--- config.mk ---
export PLATFORM = sky130hd
export DESIGN_NAME = col_cmd_seq
export DESIGN_NICKNAME = d
export VERILOG_FILES = /design/src/rtl/colseq_pkg.sv /design/src/rtl/colseq_ctrl.sv /design/src/rtl/colseq_dp.sv /design/src/rtl/col_cmd_seq.sv
export SDC_FILE = /design/constraint.sdc
export NUM_CORES = 1
export LEC_CHECK = 0
export ABC_CLOCK_PERIOD_IN_PS = 3450
export BUFFER_PORTS_ARGS = -buffer_cell sky130_fd_sc_hd__buf_2
export CAP_MARGIN = 20
export CELL_PAD_IN_SITES_DETAIL_PLACEMENT = 2
export CELL_PAD_IN_SITES_GLOBAL_PLACEMENT = 2
export CORE_MARGIN = 5
export CORE_UTILIZATION = 30
export CTS_CLUSTER_DIAMETER = 200
export DETAILED_ROUTE_END_ITERATION = 10
export PLACE_DENSITY = 0.78
export SLEW_MARGIN = 0
export SYNTH_ARGS = -nofsm -noshare
export SYNTH_HDL_FRONTEND = slang
export SYNTH_SLANG_ARGS = --single-unit
--- constraint.sdc ---
create_clock -name clk -period 3.45 [get_ports clk]
set_clock_uncertainty 0.2 [all_clocks]
set_input_delay 0.5175 -clock clk [delete_from_list [all_inputs] [get_ports clk]]
set_output_delay 0.5175 -clock clk [all_outputs]
set_load 0.05 [all_outputs]
--- src/rtl/colseq_pkg.sv ---
package colseq_pkg;
  localparam int BEAT_W = 4;

  typedef struct packed {
    logic              load;
    logic              cmd;
    logic              isWrite;
    logic              drive;
    logic              capture;
    logic [BEAT_W-1:0] beatIdx;
  } seqStrobe_t;
endpackage

--- src/rtl/colseq_ctrl.sv ---
module colseq_ctrl
  import colseq_pkg::*;
#(
  parameter int CL_W     = 3,
  parameter int CL_MIN   = 3,
  parameter int CL_MAX   = 6,
  parameter int BL_SHORT = 4,
  parameter int BL_LONG  = 8
) (
  input  logic            clk,
  input  logic            rstN,
  input  logic            reqValid,
  input  logic            reqWrite,
  input  logic [CL_W-1:0] cfgCasLat,
  input  logic            cfgBurst8,
  output logic            reqReady,
  output logic            done,
  output seqStrobe_t      strobe
);
  localparam int CNT_W = $clog2(CL_MAX + BL_LONG + 1);
  localparam int SUM_W = CNT_W + 1;

  typedef enum logic {ST_IDLE, ST_BUSY} state_t;

  state_t            state;
  logic [CNT_W-1:0]  cnt;
  logic [CNT_W-1:0]  latQ;
  logic [CNT_W-1:0]  blQ;
  logic              isWrQ;
  logic              doneQ;
  logic [CNT_W-1:0]  clampedCl;
  logic [SUM_W-1:0]  windowEnd;
  logic              inWindow;
  logic              lastBeat;
  logic              accept;
  logic [CNT_W-1:0]  beatOff;

  always_comb begin
    if (cfgCasLat < CL_W'(CL_MIN))      clampedCl = CNT_W'(CL_MIN);
    else if (cfgCasLat > CL_W'(CL_MAX)) clampedCl = CNT_W'(CL_MAX);
    else                                clampedCl = CNT_W'(cfgCasLat);
  end

  assign accept    = (state == ST_IDLE) && reqValid;
  assign windowEnd = SUM_W'(latQ) + SUM_W'(blQ);
  assign inWindow  = (state == ST_BUSY) && (cnt >= latQ) && (SUM_W'(cnt) < windowEnd);
  assign lastBeat  = (state == ST_BUSY) && (SUM_W'(cnt) == windowEnd - SUM_W'(1));
  assign beatOff   = cnt - latQ;

  always_ff @(posedge clk) begin
    if (!rstN) begin
      state <= ST_IDLE;
      cnt   <= '0;
      latQ  <= '0;
      blQ   <= '0;
      isWrQ <= 1'b0;
      doneQ <= 1'b0;
    end else begin
      doneQ <= 1'b0;
      case (state)
        ST_IDLE: begin
          if (accept) begin
            state <= ST_BUSY;
            cnt   <= '0;
            isWrQ <= reqWrite;
            latQ  <= reqWrite ? clampedCl - CNT_W'(1) : clampedCl;
            blQ   <= cfgBurst8 ? CNT_W'(BL_LONG) : CNT_W'(BL_SHORT);
          end
        end
        default: begin
          cnt <= cnt + CNT_W'(1);
          if (lastBeat) begin
            state <= ST_IDLE;
            doneQ <= 1'b1;
          end
        end
      endcase
    end
  end

  assign reqReady = (state == ST_IDLE);
  assign done     = doneQ;

  always_comb begin
    strobe         = '0;
    strobe.load    = accept;
    strobe.cmd     = (state == ST_BUSY) && (cnt == '0);
    strobe.isWrite = isWrQ;
    strobe.drive   = inWindow && isWrQ;
    strobe.capture = inWindow && !isWrQ;
    strobe.beatIdx = BEAT_W'(beatOff);
  end

  // an accepted request withdraws ready on the next cycle
  a_r9_ready_drops: assert property (@(posedge clk) disable iff (!rstN)
    (reqValid && reqReady) |=> !reqReady);

  // the command follows the handshake by one cycle
  a_r1_cmd_after_accept: assert property (@(posedge clk) disable iff (!rstN)
    (reqValid && reqReady) |=> strobe.cmd);

  // done lasts a single cycle
  a_r10_done_pulse: assert property (@(posedge clk) disable iff (!rstN)
    done |=> !done);

  // latched latency holds while busy
  a_r8_lat_stable: assert property (@(posedge clk) disable iff (!rstN)
    (state == ST_BUSY && !strobe.cmd) |-> $stable(latQ));
endmodule

--- src/rtl/colseq_dp.sv ---
module colseq_dp
  import colseq_pkg::*;
#(
  parameter int COL_W  = 10,
  parameter int DATA_W = 32,
  parameter int MAX_BL = 8
) (
  input  logic                          clk,
  input  logic                          rstN,
  input  seqStrobe_t                    strobe,
  input  logic [COL_W-1:0]              reqCol,
  input  logic [MAX_BL*DATA_W-1:0]      reqWrData,
  input  logic [MAX_BL*(DATA_W/8)-1:0]  reqWrMask,
  input  logic [DATA_W-1:0]             memDqIn,
  output logic                          memCsN,
  output logic                          memRasN,
  output logic                          memCasN,
  output logic                          memWeN,
  output logic [COL_W-1:0]              memAddr,
  output logic [DATA_W-1:0]             memDqOut,
  output logic                          memDqOe,
  output logic [DATA_W/8-1:0]           memDqm,
  output logic                          rdValid,
  output logic [DATA_W-1:0]             rdData
);
  localparam int BYTES = DATA_W / 8;
  localparam int IDX_W = (MAX_BL > 1) ? $clog2(MAX_BL) : 1;

  logic [COL_W-1:0]             colQ;
  logic [MAX_BL*DATA_W-1:0]     dataQ;
  logic [MAX_BL*BYTES-1:0]      maskQ;
  logic [DATA_W-1:0]            dataBeat [MAX_BL];
  logic [BYTES-1:0]             maskBeat [MAX_BL];
  logic [IDX_W-1:0]             idx;

  always_ff @(posedge clk) begin
    if (!rstN) begin
      colQ  <= '0;
      dataQ <= '0;
      maskQ <= '0;
    end else if (strobe.load) begin
      colQ  <= reqCol;
      dataQ <= reqWrData;
      maskQ <= reqWrMask;
    end
  end

  for (genvar b = 0; b < MAX_BL; b++) begin : g_beat
    assign dataBeat[b] = dataQ[b*DATA_W +: DATA_W];
    assign maskBeat[b] = maskQ[b*BYTES +: BYTES];
  end

  assign idx = strobe.beatIdx[IDX_W-1:0];

  assign memCsN   = !strobe.cmd;
  assign memRasN  = 1'b1;
  assign memCasN  = !strobe.cmd;
  assign memWeN   = !(strobe.cmd && strobe.isWrite);
  assign memAddr  = strobe.cmd ? colQ : '0;
  assign memDqOe  = strobe.drive;
  assign memDqOut = strobe.drive ? dataBeat[idx] : '0;
  assign memDqm   = strobe.drive ? maskBeat[idx] : '0;

  always_ff @(posedge clk) begin
    if (!rstN) begin
      rdValid <= 1'b0;
      rdData  <= '0;
    end else begin
      rdValid <= strobe.capture;
      if (strobe.capture) rdData <= memDqIn;
    end
  end

  // chip select is never low two cycles in a row
  a_r1_cs_single: assert property (@(posedge clk) disable iff (!rstN)
    !memCsN |=> memCsN);

  // the bus is never driven while read data is captured
  a_r5_no_drive_on_read: assert property (@(posedge clk) disable iff (!rstN)
    strobe.capture |-> !memDqOe);

  // a returned read beat never coincides with a write beat
  a_r4_rd_not_during_write: assert property (@(posedge clk) disable iff (!rstN)
    rdValid |-> !memDqOe);
endmodule

--- src/rtl/col_cmd_seq.sv ---
module col_cmd_seq
  import colseq_pkg::*;
#(
  parameter int COL_W    = 10,
  parameter int DATA_W   = 32,
  parameter int CL_W     = 3,
  parameter int CL_MIN   = 3,
  parameter int CL_MAX   = 6,
  parameter int BL_SHORT = 4,
  parameter int MAX_BL   = 8
) (
  input  logic                          clk,
  input  logic                          rstN,
  input  logic                          reqValid,
  output logic                          reqReady,
  input  logic                          reqWrite,
  input  logic [COL_W-1:0]              reqCol,
  input  logic [MAX_BL*DATA_W-1:0]      reqWrData,
  input  logic [MAX_BL*(DATA_W/8)-1:0]  reqWrMask,
  input  logic [CL_W-1:0]               cfgCasLat,
  input  logic                          cfgBurst8,
  output logic                          memCsN,
  output logic                          memRasN,
  output logic                          memCasN,
  output logic                          memWeN,
  output logic [COL_W-1:0]              memAddr,
  output logic [DATA_W-1:0]             memDqOut,
  output logic                          memDqOe,
  output logic [DATA_W/8-1:0]           memDqm,
  input  logic [DATA_W-1:0]             memDqIn,
  output logic                          rdValid,
  output logic [DATA_W-1:0]             rdData,
  output logic                          done
);
  seqStrobe_t strobe;

  colseq_ctrl #(
    .CL_W(CL_W), .CL_MIN(CL_MIN), .CL_MAX(CL_MAX),
    .BL_SHORT(BL_SHORT), .BL_LONG(MAX_BL)
  ) i_ctrl (
    .clk(clk), .rstN(rstN), .reqValid(reqValid), .reqWrite(reqWrite),
    .cfgCasLat(cfgCasLat), .cfgBurst8(cfgBurst8),
    .reqReady(reqReady), .done(done), .strobe(strobe)
  );

  colseq_dp #(
    .COL_W(COL_W), .DATA_W(DATA_W), .MAX_BL(MAX_BL)
  ) i_dp (
    .clk(clk), .rstN(rstN), .strobe(strobe), .reqCol(reqCol),
    .reqWrData(reqWrData), .reqWrMask(reqWrMask), .memDqIn(memDqIn),
    .memCsN(memCsN), .memRasN(memRasN), .memCasN(memCasN), .memWeN(memWeN),
    .memAddr(memAddr), .memDqOut(memDqOut), .memDqOe(memDqOe), .memDqm(memDqm),
    .rdValid(rdValid), .rdData(rdData)
  );
endmodule

Word-level counts from Yosys, hierarchy flattened --
Index checks and enable logic that the tools add are counted.
Operators by class: add/sub/neg operators 5, magnitude comparators 5, equal/unequal tests 1, mux-type cells 19, bitwise logic cells 2, reduce and logical (&&, ||, !) cells 15
Operators by type and width (count):
- $bmux W32 S3 | 1
- $mux W32 | 3
- $mux W4 | 7
- $bmux W4 S3 | 1
- $mux W10 | 1
- $logic_and A1 B1 Y1 | 8
- $mux W3 | 2
- $add A4 B4 Y5 | 1
- $eq A4 B5 Y1 | 1
- $lt A4 B5 Y1 | 1
- $sub A5 B1 Y5 const B | 1
- $add A4 B1 Y4 const B | 1
- $ge A4 B4 Y1 | 1
- $ge A4 B4 Y1 const B | 1
- $logic_not A4 Y1 | 1
- $mux W1 | 4
- $not A3 Y4 | 1
- $reduce_and A2 Y1 | 2
- $sub A4 B1 Y4 const B | 1
- $gt A3 B3 Y1 const B | 1
- $logic_not A1 Y1 | 3
- $lt A3 B2 Y1 const B | 1
- $sub A3 B3 Y3 | 1
- $reduce_bool A2 Y1 | 1
- $not A1 Y1 | 1
Storage, ports and cells: register bits 346

Depth between registers and ports, before layout --
Gate-level depths: netlist of run 1.
word-level depth 6, mapped depth 11, depth with buffers taken out 9

Cells and area by module --
Synthesis of run 1 repeated with hierarchy kept, for this count alone.
Unflattened totals: cell total of the unflattened synthesis 1451, area, all modules 16056.6 um^2
By module, submodules not included:
- colseq_dp | times used 1, cells an instance 1331, area an instance 15104.5 um^2
- colseq_ctrl | times used 1, cells an instance 120, area an instance 952.2 um^2

Worst setup path before layout of run 1 --
No wires, ideal clock.
path kind flip-flop to output port, from register i_ctrl.cnt[0], to output port memDqOut[1], arrival 2.757 ns, data required time 2.732 ns, path slack -0.025 ns, stages on the path, launching flop included 11, path buffers 3, cell sequence dfxtp_1 -> inv_1 -> ha_1 -> inv_1 -> fa_1 -> buf_4 -> buf_2 -> buf_2 -> mux4_2 -> nand2_1 -> a21oi_1
Between the ends: cells in the longest elaborated chain, start to end 6, elaborated cells on any way between the ends 11
Ends and longest elaborated chain:
- start, declared | line colseq_ctrl.sv:26 | logic [CNT_W-1:0] cnt;
- start signal, assigned | line colseq_ctrl.sv:71 | cnt <= cnt + CNT_W'(1);
- $sub A3 B3 Y3 | line colseq_ctrl.sv:48 | assign beatOff = cnt - latQ;
- $not A3 Y4 (not written as such) | line colseq_dp.sv:61 | assign memDqOut = strobe.drive ? dataBeat[idx] : '0;
- $bmux W32 S3 | line colseq_dp.sv:61
- $mux W32 (not written as such) (2 in a row) | line colseq_dp.sv:61
- $mux W32 * | line colseq_dp.sv:61
- end, declared | line col_cmd_seq.sv:27 | output logic [DATA_W-1:0] memDqOut,
Mark *: on every way between the ends. The rest lies on a longest branch, timed or not. The select of a mux whose other input is x is not followed.

Worst setup path after layout of run 1 --
from register i_ctrl.cnt[0], to output port memDqOut[16]
Same word-level chain as after synthesis.

==> impl_metrics.ini, run 1 <==
[critical_path]
reg_to_reg_critical_path_startpoint = i_ctrl.blQ[2]$_SDFFE_PN0P_
worstPathMaxFanout = 10
worst_r2r_path_depth = 9
crit_path_start_kind = flip-flop
worstSetupEndpointType = output port
critical_path_data_arrival_time_ns = 3.20
reg2reg_to = i_dp.rdData[11]$_SDFFE_PN0P_
reg2reg_setup_slack_ns = 0.42
cp_data_required_time_ns = 2.73
criticalPathCategory = flip-flop to output port

[die]
row_count = 81
die_height_um = 231.3
chipWidth_um = 231.3
initial_utilization_pct = 30.20
coreArea_sq_mm = 0.04865
design.die.area_sq_mm = 0.05349
i_o_pin_cnt = 424

[final_layout]
layout.cells.most_common = sky130_fd_sc_hd__nand2_1
area_growth_from_synthesis_to_layout_pct = 48.27
ff_latch_area_sq_mm = 0.006890
multiInputGateArea_sq_mm = 0.007336
final_core_util_pct = 44.78
layout.filler_cells = 5224
num-nets-final = 2711
mostFrequentLayoutCells = 706 x sky130_fd_sc_hd__nand2_1, 385 x sky130_fd_sc_hd__buf_2, 341 x sky130_fd_sc_hd__dfxtp_1
fraction_of_final_layout_cells_with_drive_strength_greater_than_1_pct = 28.90

[drt]
drt_iter0_drc = 903
antenna_violating_nets_post_route = 0
drt-pass1-iter-count = 5
avgRoutedWirePerCell_um = 25.43
via_count = 15450
postRouteWirelength_um = 76940
drcViolationCount = 0
routed_via_density = 5.107

[global_routing]
number_of_antenna_violations_at_the_first_check_in_global_routing = 18
track_usage_pct = 26.96
grt_max_degree = 116
first_pass_grt_wire_length_um = 110400
overflow = 0
grt_pass1_vias = 17760

[clock_network]
clkSinkCount = 344
cts.htree.levels = 2
cts_buffer_depth = 3
cts_tree = yes
clk_root_buffer_cell = sky130_fd_sc_hd__clkbuf_16
tritoncts.num_buffers = 41
cts.reportedPaths.clkPinSlew_ns = 0.06
insertion_delay_ns = 0.56

[min_path]
hold-path-endpoint = i_dp.dataQ[145]$_SDFFE_PN0P_
worst_hold_path.num_cells = 3
hold_sp = reqWrData[145]
hp-class = input port to flip-flop

[timing]
timing.fmax_ghz = 0.2555
finalCritPeriodShare_pct = 113.5
post-route-min-period_ns = 3.915
setup_violations = 37
slew_limit_fails = 0
worst_hold_margin_ns = 0.01141
max_slew.worst_pin.slew_ns = 0.7958
rsz0062_at_grt = true
finalHoldViolations = 0
setup_total_negative_slack_ns = -14.09
layout_setup_ws_ns = -0.4646
max-slew-margin-rel_pct = 46.95

[status]
failing_checks = setup timing
status = finished with violations

[placement]
gpl.final_weighted_congestion = 0.8061
minimum_setup_slack_after_placement_ns = 0.04772
placement.io_buffers = 422
dp_hpwl_um = 45390

[synth]
yosysSeqAreaShare_pct = 46.88
synth.cell_area_sq_mm = 0.01469
synth_cells = 1767
synth_warnings = 0
postSynthAreaPerCell_sq_um = 8.314
mappedNetlistNets = 2116
ys_types = 37
synth-seq-cells = 344

[pwr]
power_leakage_nw = 8.816
power.density_cell_area_mw_per_mm2 = 504.2
worst_ir_drop_vdd_v = 0.0002888
totalPowerFinal_mw = 10.98

[flow_run]
maxCapViolations = 0
[stage by stage]
step,instance area (sq um),instances
floorplan,14690,1767
CTS,21570,3006
detailed placement,17510,2700
finish,21780,3025
global route,21770,3019
global placement,17510,2700
[power breakdown]
part | leakage [nW] | internal (mW) | switching (mW)
clock | 0.653 | 2.54 | 1.86
combinational | 5.34 | 0.968 | 1.24
sequential | 2.82 | 4.21 | 0.161
[cell type report]
| cell class | count | area share, % |
|---|---|---|
| multi-input combinational | 1267 | 33.68 |
| sequential | 344 | 31.63 |
| timing repair buffer | 694 | 24.63 |
| clock buffer | 61 | 5.468 |
| tap | 622 | 3.573 |
| clock inverter | 11 | 0.6031 |
| inverter | 14 | 0.2757 |
| antenna | 12 | 0.1379 |
[per-layer routing]
layer	share of wire, %	GRT usage [%]	up-vias
met4	4.8	11.33	18
met2	55	53.10	485
met1	36	27.69	7688
li1	-	-	7066
met3	4.9	4.876	191
met5	0.15	0	-
[registers in the layout (all words and copies together) (netlist names)]
signal        cells
i_dp.rdValid      1
i_ctrl.isWrQ      1
i_ctrl.blQ        2
i_dp.dataQ      256
i_dp.maskQ       32
i_ctrl.latQ       4
i_dp.colQ        10
i_ctrl.done       1
i_dp.rdData      32
i_ctrl.state      1
i_ctrl.cnt        4
[Yosys cell counts]
| library cell | count | share of area, % |
|---|---|---|
| sky130_fd_sc_hd__clkinv_1 | 1 | 0.026 |
| sky130_fd_sc_hd__o21ai_0 | 3 | 0.10 |
| sky130_fd_sc_hd__nor3b_1 | 3 | 0.15 |
| sky130_fd_sc_hd__nor4_1 | 1 | 0.043 |
| sky130_fd_sc_hd__buf_1 | 13 | 0.33 |
| sky130_fd_sc_hd__o221ai_1 | 1 | 0.060 |
| sky130_fd_sc_hd__nor2b_1 | 5 | 0.21 |
| sky130_fd_sc_hd__a21oi_2 | 29 | 1.7 |
| sky130_fd_sc_hd__mux2i_1 | 33 | 2.2 |
| sky130_fd_sc_hd__mux4_2 | 72 | 11 |
| sky130_fd_sc_hd__nor2_2 | 1 | 0.043 |
| sky130_fd_sc_hd__a21oi_1 | 315 | 11 |
| sky130_fd_sc_hd__nand4_1 | 1 | 0.043 |
| sky130_fd_sc_hd__buf_6 | 5 | 0.38 |
| sky130_fd_sc_hd__nand3b_1 | 1 | 0.051 |
| sky130_fd_sc_hd__conb_1 | 1 | 0.026 |
| sky130_fd_sc_hd__a311oi_1 | 1 | 0.060 |
| sky130_fd_sc_hd__ha_1 | 9 | 0.77 |
| sky130_fd_sc_hd__nand3_1 | 1 | 0.034 |
| sky130_fd_sc_hd__nor3_1 | 7 | 0.24 |
| sky130_fd_sc_hd__a211oi_1 | 2 | 0.10 |
| sky130_fd_sc_hd__a21boi_0 | 1 | 0.051 |
| sky130_fd_sc_hd__nor2_1 | 12 | 0.31 |
| sky130_fd_sc_hd__nand2b_1 | 3 | 0.13 |
| sky130_fd_sc_hd__a41oi_1 | 1 | 0.060 |
| sky130_fd_sc_hd__clkbuf_1 | 87 | 2.2 |
| sky130_fd_sc_hd__xor2_1 | 2 | 0.12 |
| sky130_fd_sc_hd__a31oi_1 | 2 | 0.085 |
| sky130_fd_sc_hd__xnor2_1 | 5 | 0.30 |
| sky130_fd_sc_hd__buf_4 | 8 | 0.41 |
| sky130_fd_sc_hd__buf_2 | 29 | 0.99 |
| sky130_fd_sc_hd__nand2_1 | 742 | 19 |
| sky130_fd_sc_hd__or2_1 | 1 | 0.043 |
| sky130_fd_sc_hd__dfxtp_1 | 344 | 47 |
| sky130_fd_sc_hd__and2_1 | 10 | 0.43 |
| sky130_fd_sc_hd__fa_1 | 2 | 0.27 |
| sky130_fd_sc_hd__inv_1 | 13 | 0.33 |
[worst max path at each step]
stage               depth (start not counted)  slack, ns                  startpoint      endpoint
floorplan                                   9       0.07  i_ctrl.cnt[0]$_SDFFE_PN0P_     memDqm[0]
CTS                                         9      -0.48  i_ctrl.cnt[0]$_SDFFE_PN0P_  memDqOut[17]
global route                                9      -0.54  i_ctrl.cnt[0]$_SDFFE_PN0P_  memDqOut[16]
finish                                      9      -0.46  i_ctrl.cnt[0]$_SDFFE_PN0P_  memDqOut[16]
detailed placement                          9       0.05  i_ctrl.cnt[0]$_SDFFE_PN0P_     memDqm[2]
global placement                            9       0.09  i_ctrl.cnt[0]$_SDFFE_PN0P_     memDqm[1]
[critical path: stages, from the launching register on]
cell and delay, ns:
sky130_fd_sc_hd__dfxtp_2 0.33, sky130_fd_sc_hd__inv_2 0.07, sky130_fd_sc_hd__ha_4 0.13, sky130_fd_sc_hd__inv_2 0.03, sky130_fd_sc_hd__fa_4 0.88, sky130_fd_sc_hd__buf_12 0.20, sky130_fd_sc_hd__mux4_2 0.59, sky130_fd_sc_hd__nand2_2 0.13
sky130_fd_sc_hd__a21oi_2 0.09, sky130_fd_sc_hd__buf_6 0.17
[repair_timing]
| action | in CTS | in global routing |
|---|---|---|
| buffers inserted | 7 | 3 |
| setup endpoints to repair | 37 | 37 |
| endpoints found under the hold margin | 224 | 0 |
| hold buffers | 224 | 0 |
| pin swaps | 7 | 10 |
| gates resized for setup | 118 | 14 |
| gates cloned | 3 | 4 |
[cells by family after synthesis]
| logic type | share of synthesized area [%] |
|---|---|
| buffers and inverters | 4.693 |
| AO/OA/AOI/OAI | 12.98 |
| multiplexers | 13.29 |
| flip-flops | 46.88 |
| adder cells (fa/ha/maj) | 1.039 |
| XOR/XNOR | 0.4173 |
| AND/OR/NAND/NOR | 20.68 |
| other | 0.02553 |
(Power assumes the default switching activity.)
==> run 2, diff against run 1 <==
--- a/config.mk
+++ b/config.mk
@@ -5,13 +5,14 @@
 export SDC_FILE = /design/constraint.sdc
 export NUM_CORES = 1
 export LEC_CHECK = 0
+export ABC_AREA = 1
 export ABC_CLOCK_PERIOD_IN_PS = 3450
 export BUFFER_PORTS_ARGS = -buffer_cell sky130_fd_sc_hd__buf_2
 export CAP_MARGIN = 20
 export CELL_PAD_IN_SITES_DETAIL_PLACEMENT = 2
 export CELL_PAD_IN_SITES_GLOBAL_PLACEMENT = 2
 export CORE_MARGIN = 5
-export CORE_UTILIZATION = 30
+export CORE_UTILIZATION = 28
 export CTS_CLUSTER_DIAMETER = 200
 export DETAILED_ROUTE_END_ITERATION = 10
 export PLACE_DENSITY = 0.78
==> run 2 against run 1 <==
Net effect: the flow still finishes with violations (setup timing); clock power rose by 1%; synthesized cell count rose by 28%; critical path depth rose by 3; sequential cell count did not move; critical path type unchanged; critical endpoint is now memDqm[3]; largest power group is now registers; highest routed layer is now met4.
==> impl_metrics.ini, run 2 <==
[timing]
finalCritPeriodShare_pct = 110.4
layout_setup_ws_ns = -0.3571
slew_limit_fails = 0
timing.fmax_ghz = 0.2627
finalHoldViolations = 0
post-route-min-period_ns = 3.807
setup_total_negative_slack_ns = -9.493
max-slew-margin-rel_pct = 48.79
max_slew.worst_pin.slew_ns = 0.7601
rsz0062_at_grt = true
worst_hold_margin_ns = 0.02828
setup_violations = 36

[final_layout]
final_core_util_pct = 39.39
area_of_all_placed_cells_without_fillers_sq_mm = 0.02166
largest_register_ff_count = 256
num-nets-final = 3035
largest_registers = i_dp.dataQ (256), i_dp.maskQ (32), i_dp.rdData (32)
mostFrequentLayoutCells = 421 x sky130_fd_sc_hd__nor2_1, 374 x sky130_fd_sc_hd__buf_2, 339 x sky130_fd_sc_hd__dfxtp_1
fraction_of_final_layout_cells_with_drive_strength_greater_than_1_pct = 25.11
top_register = i_dp.dataQ
layout.cells.most_common = sky130_fd_sc_hd__nor2_1
layout.cells.non_filler = 3485
area_growth_from_synthesis_to_layout_pct = 39.84

[global_routing]
grt_max_degree = 136
number_of_antenna_violations_at_the_first_check_in_global_routing = 20
first_pass_grt_wire_length_um = 110300
track_usage_pct = 23.42
overflow = 0
grt_pass1_vias = 18560

[die]
initial_utilization_pct = 28.17
i_o_pin_cnt = 424
design.die.area_sq_mm = 0.06013
coreArea_sq_mm = 0.05499
die_height_um = 245.2
chipWidth_um = 245.2
row_count = 86

[drt]
drcViolationCount = 0
postRouteWirelength_um = 75450
routed_via_density = 4.928
antenna_violating_nets_post_route = 0
drt-pass1-iter-count = 5
avgRoutedWirePerCell_um = 21.65
drt_iter0_drc = 803
via_count = 17170

[critical_path]
reg_to_reg_critical_path_startpoint = i_ctrl.blQ[2]$_SDFFE_PN0P_
reg2reg_to = i_ctrl.done$_SDFF_PN0_
cp_data_required_time_ns = 2.73
criticalPathCategory = flip-flop to output port
worst_r2r_path_depth = 19
worstPathMaxFanout = 20
crit_path_start_kind = flip-flop
worstSetupEndpointType = output port
critical_path.startpoint = i_ctrl.cnt[0]$_SDFFE_PN0P_
reg2reg_setup_slack_ns = 0.08
critical_path_data_arrival_time_ns = 3.09

[placement]
gpl.final_weighted_congestion = 0.8884
dpl-instance-area_sq_mm = 0.01870
placement.io_buffers = 422
dp_hpwl_um = 51430
placed_cells_incl_taps = 3309

[synth]
synth_top_area_share_pct = 44.46
post_synth_edffs = 0
ys_types = 31
synth_top_cell_by_area = sky130_fd_sc_hd__dfxtp_1
synth_cells = 2267
synth_warnings = 0
synth_top_cells_by_count = 453 x sky130_fd_sc_hd__nor2_1, 373 x sky130_fd_sc_hd__o21ai_0, 344 x sky130_fd_sc_hd__dfxtp_1
async_flop_share_pct = 0
synth_ff_type = sky130_fd_sc_hd__dfxtp_1
leading_post_synthesis_cells_by_cell_area = sky130_fd_sc_hd__dfxtp_1 44%, sky130_fd_sc_hd__o21ai_0 12%, sky130_fd_sc_hd__nor2_1 11%
mappedNetlistNets = 2616
synth-seq-cells = 344
synth.cell_area_sq_mm = 0.01549
postSynthAreaPerCell_sq_um = 6.833
yosysSeqAreaShare_pct = 44.46
synthMostInstantiatedCell = sky130_fd_sc_hd__nor2_1

[pwr]
power.density_cell_area_mw_per_mm2 = 566.0
worst_ir_drop_vdd_v = 0.0002868
power_leakage_nw = 9.607

[min_path]
hp-class = input port to flip-flop
hold_sp = reqWrData[52]
hold-path-endpoint = i_dp.dataQ[52]$_SDFFE_PN0P_
worst_hold_path.num_cells = 3

[status]
status = finished with violations
failing_checks = setup timing

[clock_network]
tritoncts.num_buffers = 42
cts.reportedPaths.clkPinSlew_ns = 0.06
cts.htree.levels = 2
cts_tree = yes
insertion_delay_ns = 0.55
cts_buffer_depth = 3
clkSinkCount = 344
clk_root_buffer_cell = sky130_fd_sc_hd__clkbuf_16

[flow_run]
maxCapViolations = 0
-- run 2: power breakdown --
part	internal (mW)	leakage (nW)	total (mW)	switching [mW]
Sequential	4.31	2.85	4.46	0.154
Clock	2.65	0.678	4.46	1.82
Combinational	1.17	6.08	3.34	2.16
-- run 2: stage by stage --
| step | setup WS, ns | power (mW) |
|---|---|---|
| 6_report | -0.3571 | 12.26 |
| 5_1_grt | -0.4643 | 12.84 |
| 4_1_cts | -0.3492 | 12.25 |
| 3_5_place_dp | -0.005433 | 7.332 |
| 3_3_place_gp | 0.03428 | 7.218 |
| 2_1_floorplan | 0.2133 | 6.181 |
-- run 2: timing repair --
item                                   in CTS  in global routing
hold buffers                               29                  0
pin swaps                                  24                 29
endpoints found under the hold margin      30                  0
cloned                                      8                  5
setup endpoints to repair                  37                 52
setup buffers                              36                 10
gates resized for setup                   178                 61
-- run 2: metal layers --
metal  up-vias  routed length (um)  global-route usage, %
li1       8143                   -                      -
met1      8474               33280                  30.60
met2       441               36070                  39.52
met3       116                3360                  3.354
met4         0                2733                  8.482
met5         -                   0                      0
-- run 2: layout make-up --
cell class | count | area, sq um
Fill cell | 6369 | 33320
Multi-Input combinational cell | 1470 | 7184
Sequential cell | 344 | 6893
Timing Repair Buffer | 551 | 4163
Clock buffer | 66 | 1335
Inverter | 277 | 1050
Tap cell | 748 | 935.9
Antenna cell | 21 | 52.55
Clock inverter | 8 | 47.55
-- run 2: worst max-delay path by stage --
stage                    to  slack (ns)
2_1_floorplan  memDqOut[31]        0.21
3_3_place_gp   memDqOut[19]        0.03
3_5_place_dp   memDqOut[19]      -0.005
4_1_cts         memDqOut[1]       -0.35
5_1_grt        memDqOut[22]       -0.46
6_report          memDqm[3]       -0.36
-- run 2: kinds of logic after synthesis --
group	synth area share (%)
other cells	0.02421
compound gates	23.60
flops	44.46
buf+inv	11.45
xor+xnor	0.1697
fa+ha+maj	0.9855
simple gates	19.31
-- run 2: critical path, cell delays in order (launching register included) --
cell	delay, ns
sky130_fd_sc_hd__dfxtp_2	0.34
sky130_fd_sc_hd__inv_2	0.06
sky130_fd_sc_hd__ha_4	0.15
sky130_fd_sc_hd__inv_2	0.06
sky130_fd_sc_hd__fa_4	0.71
sky130_fd_sc_hd__buf_12	0.22
sky130_fd_sc_hd__buf_8	0.16
sky130_fd_sc_hd__o211ai_1	0.10
sky130_fd_sc_hd__o21ai_0	0.13
sky130_fd_sc_hd__nand2_1	0.10
sky130_fd_sc_hd__nand2_1	0.08
sky130_fd_sc_hd__nor2_1	0.14
sky130_fd_sc_hd__clkbuf_4	0.26
